**config.mk**
```make
export PLATFORM = sky130hd
export DESIGN_NAME = cal_alarm_irq
export DESIGN_NICKNAME = d
export VERILOG_FILES = /design/src/rtl/cal_alarm_pkg.sv /design/src/rtl/cal_alarm_regs.sv /design/src/rtl/cal_alarm_cmp.sv /design/src/rtl/cal_alarm_intc.sv /design/src/rtl/cal_alarm_irq.sv
export SDC_FILE = /design/constraint.sdc
export NUM_CORES = 1
export LEC_CHECK = 0
export BUFFER_PORTS_ARGS = -buffer_cell sky130_fd_sc_hd__clkbuf_2
export CORE_UTILIZATION = 36
export CTS_BUF_LIST = sky130_fd_sc_hd__clkbuf_16
export DETAILED_ROUTE_END_ITERATION = 8
export PLACE_DENSITY = 0.65
export SETUP_SLACK_MARGIN = 0.4
export SYNTH_ARGS = -nofsm -noshare
export SYNTH_HDL_FRONTEND = slang
export SYNTH_SLANG_ARGS = --single-unit
```
**constraint.sdc**
```tcl
create_clock -name clk -period 2.3 [get_ports clk]
set_clock_uncertainty 0.15 [all_clocks]
set_input_delay 0.46 -clock clk [delete_from_list [all_inputs] [get_ports clk]]
set_output_delay 0.46 -clock clk [all_outputs]
set_load 0.01 [all_outputs]
```
**src/rtl/cal_alarm_pkg.sv**
```systemverilog
package cal_alarm_pkg;

    localparam int YEAR_W  = 12;
    localparam int MONTH_W = 4;
    localparam int DAY_W   = 5;
    localparam int WDAY_W  = 3;
    localparam int HOUR_W  = 5;
    localparam int MIN_W   = 6;
    localparam int SEC_W   = 6;
    localparam int NFIELD  = 7;
    localparam int FIELD_W = YEAR_W;
    localparam int WORD_W  = 32;

    // field index order used for the enable vector
    typedef enum int {
        F_SEC = 0, F_MIN = 1, F_HOUR = 2, F_WDAY = 3,
        F_DAY = 4, F_MONTH = 5, F_YEAR = 6
    } field_e;

    typedef struct packed {
        logic [YEAR_W-1:0]  year;
        logic [MONTH_W-1:0] month;
        logic [DAY_W-1:0]   day;
        logic [WDAY_W-1:0]  wday;
        logic [HOUR_W-1:0]  hour;
        logic [MIN_W-1:0]   minute;
        logic [SEC_W-1:0]   second;
    } cal_t;

    // setup word 0 layout
    localparam int S0_DAY_LO   = 0;
    localparam int S0_MONTH_LO = 8;
    localparam int S0_YEAR_LO  = 12;
    localparam int S0_EN_DAY   = 24;
    localparam int S0_EN_MONTH = 25;
    localparam int S0_EN_YEAR  = 26;
    localparam int S0_ARM      = 28;
    localparam int S0_ARMED    = 29;
    localparam logic [WORD_W-1:0] S0_WMASK = 32'h17ff_ff1f;

    // setup word 1 layout
    localparam int S1_SEC_LO  = 0;
    localparam int S1_MIN_LO  = 8;
    localparam int S1_HOUR_LO = 16;
    localparam int S1_WDAY_LO = 24;
    localparam int S1_EN_SEC  = 28;
    localparam int S1_EN_MIN  = 29;
    localparam int S1_EN_HOUR = 30;
    localparam int S1_EN_WDAY = 31;
    localparam logic [WORD_W-1:0] S1_WMASK = 32'hf71f_3f3f;

    function automatic cal_t unpack_alarm(input logic [WORD_W-1:0] w0,
                                          input logic [WORD_W-1:0] w1);
        cal_t c;
        c.year   = w0[S0_YEAR_LO  +: YEAR_W];
        c.month  = w0[S0_MONTH_LO +: MONTH_W];
        c.day    = w0[S0_DAY_LO   +: DAY_W];
        c.wday   = w1[S1_WDAY_LO  +: WDAY_W];
        c.hour   = w1[S1_HOUR_LO  +: HOUR_W];
        c.minute = w1[S1_MIN_LO   +: MIN_W];
        c.second = w1[S1_SEC_LO   +: SEC_W];
        return c;
    endfunction

    function automatic logic [NFIELD-1:0] unpack_enables(input logic [WORD_W-1:0] w0,
                                                         input logic [WORD_W-1:0] w1);
        logic [NFIELD-1:0] e;
        e[F_SEC]   = w1[S1_EN_SEC];
        e[F_MIN]   = w1[S1_EN_MIN];
        e[F_HOUR]  = w1[S1_EN_HOUR];
        e[F_WDAY]  = w1[S1_EN_WDAY];
        e[F_DAY]   = w0[S0_EN_DAY];
        e[F_MONTH] = w0[S0_EN_MONTH];
        e[F_YEAR]  = w0[S0_EN_YEAR];
        return e;
    endfunction

    // one field zero-extended to a common width
    function automatic logic [FIELD_W-1:0] field_of(input cal_t c, input int idx);
        logic [FIELD_W-1:0] v;
        v = '0;
        case (idx)
            F_SEC:   v[SEC_W-1:0]   = c.second;
            F_MIN:   v[MIN_W-1:0]   = c.minute;
            F_HOUR:  v[HOUR_W-1:0]  = c.hour;
            F_WDAY:  v[WDAY_W-1:0]  = c.wday;
            F_DAY:   v[DAY_W-1:0]   = c.day;
            F_MONTH: v[MONTH_W-1:0] = c.month;
            default: v              = c.year;
        endcase
        return v;
    endfunction

endpackage

```
**src/rtl/cal_alarm_regs.sv**
```systemverilog
module cal_alarm_regs
    import cal_alarm_pkg::*;
(
    input  logic                clk,
    input  logic                rst,
    input  logic                wr_setup0,
    input  logic                wr_setup1,
    input  logic [WORD_W-1:0]   wr_data,
    output cal_t                alarm,
    output logic [NFIELD-1:0]   field_en,
    output logic                arm,
    output logic                armed,
    output logic [WORD_W-1:0]   setup0_rd,
    output logic [WORD_W-1:0]   setup1_rd
);
    logic [WORD_W-1:0] s0_q, s1_q;
    logic              armed_q;

    always_ff @(posedge clk) begin
        if (rst) begin
            s0_q    <= '0;
            s1_q    <= '0;
            armed_q <= 1'b0;
        end else begin
            if (wr_setup0) s0_q <= wr_data & S0_WMASK;
            if (wr_setup1) s1_q <= wr_data & S1_WMASK;
            armed_q <= s0_q[S0_ARM];
        end
    end

    always_comb begin
        alarm     = unpack_alarm(s0_q, s1_q);
        field_en  = unpack_enables(s0_q, s1_q);
        arm       = s0_q[S0_ARM];
        armed     = armed_q;
        setup0_rd = s0_q;
        setup0_rd[S0_ARMED] = armed_q;
        setup1_rd = s1_q;
    end

    // armed flag trails the arm bit by one clock
    a_r4_armed_rise: assert property (@(posedge clk) disable iff (rst)
        arm |=> armed);
    a_r4_armed_fall: assert property (@(posedge clk) disable iff (rst)
        !arm |=> !armed);

endmodule

```
**src/rtl/cal_alarm_cmp.sv**
```systemverilog
module cal_alarm_cmp
    import cal_alarm_pkg::*;
(
    input  logic              clk,
    input  logic              rst,
    input  cal_t              live,
    input  cal_t              alarm,
    input  logic [NFIELD-1:0] field_en,
    input  logic              arm,
    output logic              match_now,
    output logic              match_event
);
    logic [NFIELD-1:0] field_ok;
    logic              hit_q;

    for (genvar i = 0; i < NFIELD; i++) begin : g_field
        assign field_ok[i] = !field_en[i] ||
                             (field_of(live, i) == field_of(alarm, i));
    end

    assign match_now   = arm && (|field_en) && (&field_ok);
    assign match_event = match_now && !hit_q;

    always_ff @(posedge clk) begin
        if (rst) hit_q <= 1'b0;
        else     hit_q <= match_now;
    end

endmodule

```
**src/rtl/cal_alarm_intc.sv**
```systemverilog
module cal_alarm_intc
    import cal_alarm_pkg::*;
(
    input  logic              clk,
    input  logic              rst,
    input  logic              arm,
    input  logic              any_en,
    input  logic              match_now,
    input  logic              match_event,
    input  logic              wr_mask,
    input  logic              wr_force,
    input  logic              wr_bit,
    output logic              raw,
    output logic              mask,
    output logic              force_q,
    output logic              line
);
    always_ff @(posedge clk) begin
        if (rst) begin
            raw     <= 1'b0;
            mask    <= 1'b0;
            force_q <= 1'b0;
        end else begin
            if (!arm)             raw <= 1'b0;
            else if (match_event) raw <= 1'b1;
            if (wr_mask)  mask    <= wr_bit;
            if (wr_force) force_q <= wr_bit;
        end
    end

    assign line = (raw & mask) | force_q;

    // disarming clears the raw bit on the next edge
    a_r6_clear_on_disarm: assert property (@(posedge clk) disable iff (rst)
        !arm |=> !raw);
    // a rise of raw follows a cycle with a live match
    a_r5_rise_needs_match: assert property (@(posedge clk) disable iff (rst)
        $rose(raw) |-> $past(match_now));
    // a rise of raw needs at least one field enable
    a_r7_rise_needs_enable: assert property (@(posedge clk) disable iff (rst)
        $rose(raw) |-> $past(any_en));

endmodule

```
**src/rtl/cal_alarm_irq.sv**
```systemverilog
module cal_alarm_irq
    import cal_alarm_pkg::*;
(
    input  logic               clk,
    input  logic               rst,
    input  logic [YEAR_W-1:0]  cal_year,
    input  logic [MONTH_W-1:0] cal_month,
    input  logic [DAY_W-1:0]   cal_day,
    input  logic [WDAY_W-1:0]  cal_wday,
    input  logic [HOUR_W-1:0]  cal_hour,
    input  logic [MIN_W-1:0]   cal_min,
    input  logic [SEC_W-1:0]   cal_sec,
    input  logic               wr_setup0,
    input  logic               wr_setup1,
    input  logic               wr_mask,
    input  logic               wr_force,
    input  logic [WORD_W-1:0]  wr_data,
    output logic [WORD_W-1:0]  setup0_rd,
    output logic [WORD_W-1:0]  setup1_rd,
    output logic               irq_raw,
    output logic               irq_mask,
    output logic               irq_force,
    output logic               irq_out
);
    cal_t              live, alarm;
    logic [NFIELD-1:0] field_en;
    logic              arm, armed, match_now, match_event;

    always_comb begin
        live.year   = cal_year;
        live.month  = cal_month;
        live.day    = cal_day;
        live.wday   = cal_wday;
        live.hour   = cal_hour;
        live.minute = cal_min;
        live.second = cal_sec;
    end

    cal_alarm_regs u_regs (
        .clk       (clk),
        .rst       (rst),
        .wr_setup0 (wr_setup0),
        .wr_setup1 (wr_setup1),
        .wr_data   (wr_data),
        .alarm     (alarm),
        .field_en  (field_en),
        .arm       (arm),
        .armed     (armed),
        .setup0_rd (setup0_rd),
        .setup1_rd (setup1_rd)
    );

    cal_alarm_cmp u_cmp (
        .clk         (clk),
        .rst         (rst),
        .live        (live),
        .alarm       (alarm),
        .field_en    (field_en),
        .arm         (arm),
        .match_now   (match_now),
        .match_event (match_event)
    );

    cal_alarm_intc u_intc (
        .clk         (clk),
        .rst         (rst),
        .arm         (arm),
        .any_en      (|field_en),
        .match_now   (match_now),
        .match_event (match_event),
        .wr_mask     (wr_mask),
        .wr_force    (wr_force),
        .wr_bit      (wr_data[0]),
        .raw         (irq_raw),
        .mask        (irq_mask),
        .force_q     (irq_force),
        .line        (irq_out)
    );

    // force alone drives the line high
    a_r8_force_wins: assert property (@(posedge clk) disable iff (rst)
        irq_force |-> irq_out);
    // without force and mask the line stays low
    a_r8_mask_blocks: assert property (@(posedge clk) disable iff (rst)
        (!irq_force && !irq_mask) |-> !irq_out);

endmodule

```
After elaboration in Yosys (flattened, before gate mapping)
Cells that the tools add are included.

Bitwise gates (word level): 3. Eq/ne operators: 7. Reduce and logical (&&, ||, !) cells: 21.

Operators by type and width (number): equality test 12 bit (1); equality test 6 bit (2); equality test 5 bit (2); zero test 1 bit (8); logical OR 1 bit (7); AND reduction 7 bit (1); OR reduction 7 bit (1); equality test 4 bit (1); equality test 3 bit (1); logical AND 1 bit (3); OR reduction 2 bit (1); AND 1 bit (1); inverter 1 bit (1); bitwise OR 1 bit (1).

Bits of input ports: 79. Output and inout bits: 68. Register bits: 54. Logic and storage cells: 38.

Depth between registers and ports, before layout
Depth in word-level cells: 5. Mapped depth: 5. Mapped depth without buffers: 5.

By module
From an unflattened synthesis, not the netlist that was laid out.

Cell total of the unflattened synthesis: 305. Area total of the unflattened synthesis: 3004.1 um^2.

By module, submodules not included: cal_alarm_regs (times used 1, area each 2294.7 um^2, seq. area each 1001.0 um^2, cells each 226); cal_alarm_cmp (times used 1, area each 583.1 um^2, seq. area each 20.0 um^2, cells each 66); cal_alarm_intc (times used 1, area each 111.4 um^2, seq. area each 60.1 um^2, cells each 10); cal_alarm_irq (times used 1, area each 15.0 um^2, seq. area each 0.0 um^2, cells each 3).

Least setup slack after synthesis
Ideal clock, no wire load.

Path kind: flip-flop to flip-flop. Start: register u_regs.s0_q[24]. End: register u_intc.raw. Arrival: 1.283 ns. Cell stages (with the launch flop): 6. Data required time: 2.030 ns. Clock period less this slack: 1.553 ns. Setup time: 0.120 ns. Path slack: 0.747 ns. Path buffers: 0. Cell sequence: dfxtp_1 -> or4_4 -> o41ai_2 -> a21oi_1 -> nand3_1 -> o31ai_1.

Longest elaborated chain between the ends: 5. Elaborated cells between the ends (all ways): 7. Those cells by class: 7 x reduce/logical.

Ends and longest elaborated chain: start, declared (line cal_alarm_regs.sv:16) `logic [WORD_W-1:0] s0_q, s1_q;`; start signal, assigned (line cal_alarm_regs.sv:25) `if (wr_setup0) s0_q <= wr_data & S0_WMASK;`; zero test 1 bit (line cal_alarm_cmp.sv:17) `assign field_ok[i] = !field_en[i] ||`; logical OR 1 bit (line cal_alarm_cmp.sv:17); AND reduction 7 bit (line cal_alarm_cmp.sv:21) `assign match_now = arm && (|field_en) && (&field_ok);`; logical AND 1 bit * (line cal_alarm_cmp.sv:21); logical AND 1 bit * (line cal_alarm_cmp.sv:22) `assign match_event = match_now && !hit_q;`; end signal, assigned (line cal_alarm_intc.sv:20) `raw <= 1'b0;`; end signal, assigned (line cal_alarm_intc.sv:24) `if (!arm) raw <= 1'b0;`; end signal, assigned (line cal_alarm_intc.sv:25) `else if (match_event) raw <= 1'b1;`; end, declared (line cal_alarm_intc.sv:13) `output logic raw,`.

Mark *: on every way between the ends. The rest lies on a longest branch, timed or not. A chain may end at the register's enable or synchronous reset.

Worst setup path in the final report
Start: register u_regs.s0_q[21]. End: register u_intc.raw.

Longest elaborated chain between the ends: 5.

Ends and longest elaborated chain: equality test 12 bit (line cal_alarm_cmp.sv:18) `(field_of(live, i) == field_of(alarm, i));`; logical OR 1 bit (line cal_alarm_cmp.sv:17); AND reduction 7 bit (line cal_alarm_cmp.sv:21); logical AND 1 bit (line cal_alarm_cmp.sv:21); logical AND 1 bit (line cal_alarm_cmp.sv:22).

No other way between the ends.

==> results.cfg <==
[route]
ant_nets = 0
wl_met2_um = 2764
dr.pass1.iters = 4
wl_um = 5886
vias = 2142
viasPerCell = 4.677
met1_length_um = 2692
detail_route.wl_per_cell_um = 12.85
drc = 0
highest_layer = met4
drtIter0Drc = 47
met3_length_um = 368

[die]
die-area_um2 = 7321
fp.coreArea_um2 = 6756
initial_core_util_pct = 37.20
die_h_um = 85.56
die_w_um = 85.56
boundaryPins = 147
rows = 30

[logic_synthesis]
synth_ff_type = dfxtp_1
synth_seq_area_share_pct = 43.01
synth_area_leaders = dfxtp_1 (43%), mux2i_1 (20%), xnor2_1 (9.8%)
yosys_warnings = 0
yosysTopAreaCell = dfxtp_1
synthArstFlopShare_pct = 0
synth-seq-cells = 54
ys_types = 21
synth_edf_count = 0
yosysTopAreaCellShare_pct = 43.01
synthCells = 252
syn-mean-instance-area_um2 = 9.975
syn_area_um2 = 2514

[setup_path]
critPathMostFrequentCell = o31ai_1
slowest_stage = o31ai_1
cp-end-kind = flip-flop
crit_buf_inv = 0
critical-path-top-delay-family = compound AO/OA/AOI/OAI gates
critPathLaunchType = flip-flop
cp_cell_sequence = xnor2_1 > nand4_1 > o31ai_1 > nand3_1 > o31ai_1
r2r_setup_slack_ns = 0.59
crit_arrival_ns = 1.76
critical_path_class = reg2reg
worstPathMaxFanout = 3
cp_data_required_time_ns = 2.35
worst_path_largest_cell_delay_ns = 0.46

[power]
peakVddDrop_uv = 281.5
p_leak_nw = 1.707
power_mw = 2.253
power.density_nw_per_um2 = 676.1

[clocking]
cts_hold_buf = 0
cts_tree = done
cts.path.max_buffers = 2
path_clk_slew_ns = 0.07
cts_root_buf = clkbuf_16
numCtsBuffers = 5
insertion_delay_ns = 0.29
cts_setup_buffers = 0
cts_sinks = 54
cts_resized = 0
cts.htree.levels = 2

[grt]
grt_antenna_before_repair = 0
grt_pass1_wl_um = 9363
track_usage_pct = 16.45
grt_overflow = 0
grt_max_degree = 27
grt_pass1_vias = 1910

[sta]
rsz0062_at_grt = false
slew_violations = 0
finalCritPeriodShare_pct = 74.24
fmax_mhz = 585.6
min_period_ns = 1.708
worst_slack_ns = 0.5924
final-hold-violation-count = 0
setup-tns-final_ns = 0
setup_viol = 0

[layout]
fin_util_pct = 49.31
drive_gt1_share_pct = 38.10
final_nets = 456
fin_cells = 458
most-common-layout-cells = clkbuf_2 (129), dfxtp_1 (54), nor2_1 (52), mux2i_1 (51), xnor2_1 (28)
antenna-diode-count = 0
final_common_cell = clkbuf_2
syn_to_final_growth_pct = 32.55

[place]
placedCellCount = 450
dpl.hpwl_um = 4508
finalWeightedCongestion = 0.7626
post-place-ws_ns = 0.3728
port_buffers = 129

[run_status]
status = complete, no violations

[flow_run]
drv_cap = 0

[min_path]
hp-class = in2reg
-- kinds of logic after synthesis --
family	synth area share [%]
mux	20.31
buf+inv	6.869
simple gates	11.50
xor+xnor	14.58
other cells	0.1492
compound gates	3.584
flops	43.01
-- power breakdown --
group	switching, mW	internal [mW]
Sequential	0.0545	0.990
Clock	0.322	0.509
Combinational	0.185	0.192
Total	0.562	1.69
-- path summary, 6_finish.rpt --
kind                                 from  depth (start not counted)                            to
min                           wr_data[22]                          3  u_regs.s0_q[22]$_SDFFE_PP0P_
max reg2reg  u_regs.s0_q[21]$_SDFFE_PP0P_                          5       u_intc.raw$_SDFFE_PP0P_
max          u_regs.s0_q[21]$_SDFFE_PP0P_                          5       u_intc.raw$_SDFFE_PP0P_
min reg2reg        u_cmp.hit_q$_SDFF_PP0_                          2       u_intc.raw$_SDFFE_PP0P_
-- cell usage after synthesis, drive strengths merged (2+ instances only) --
master and number:
dfxtp 54, nor2 52, mux2i 51, xnor2 29, buf 22, xor2 12
clkbuf 6, nand4 6, o31ai 6, nand3 4, o41ai 2
-- layout make-up --
cell class	count	area, um^2
Tap cell	80	100.1
Multi-Input combinational cell	183	1309
Fill cell	654	3425
Clock buffer	5	125.1
Timing Repair Buffer	133	675.6
Clock inverter	3	41.29
Sequential cell	54	1081
-- flip-flops by register name (all words and copies together) (netlist names) --
signal            count
u_cmp.hit_q           1
u_intc.force_q        1
u_intc.mask           1
u_intc.raw            1
u_regs.armed          1
u_regs.s0_q          25
u_regs.setup1_rd     24
-- stage by stage --
step                hold slack [ns]  instance area, um^2
finish                       0.2527                 3332
global route                 0.2581                 3332
CTS                          0.2529                 3332
detailed placement           0.3313                 3166
global placement             0.3253                 3166
floorplan                    0.3159                 2562
-- routing by layer --
| layer | vias up | global-route usage, % |
|---|---|---|
| li1 | 1065 | - |
| met1 | 973 | 19.75 |
| met2 | 97 | 29.16 |
| met3 | 7 | 4.235 |
| met4 | 0 | 4.394 |
| met5 | - | 0 |
-- tightest hold or removal path: stages --
cell and delay [ns]:
clkbuf_2 0.07, mux2i_1 0.05, nor2_1 0.07
No activity file was read; power rests on OpenSTA's default activity.
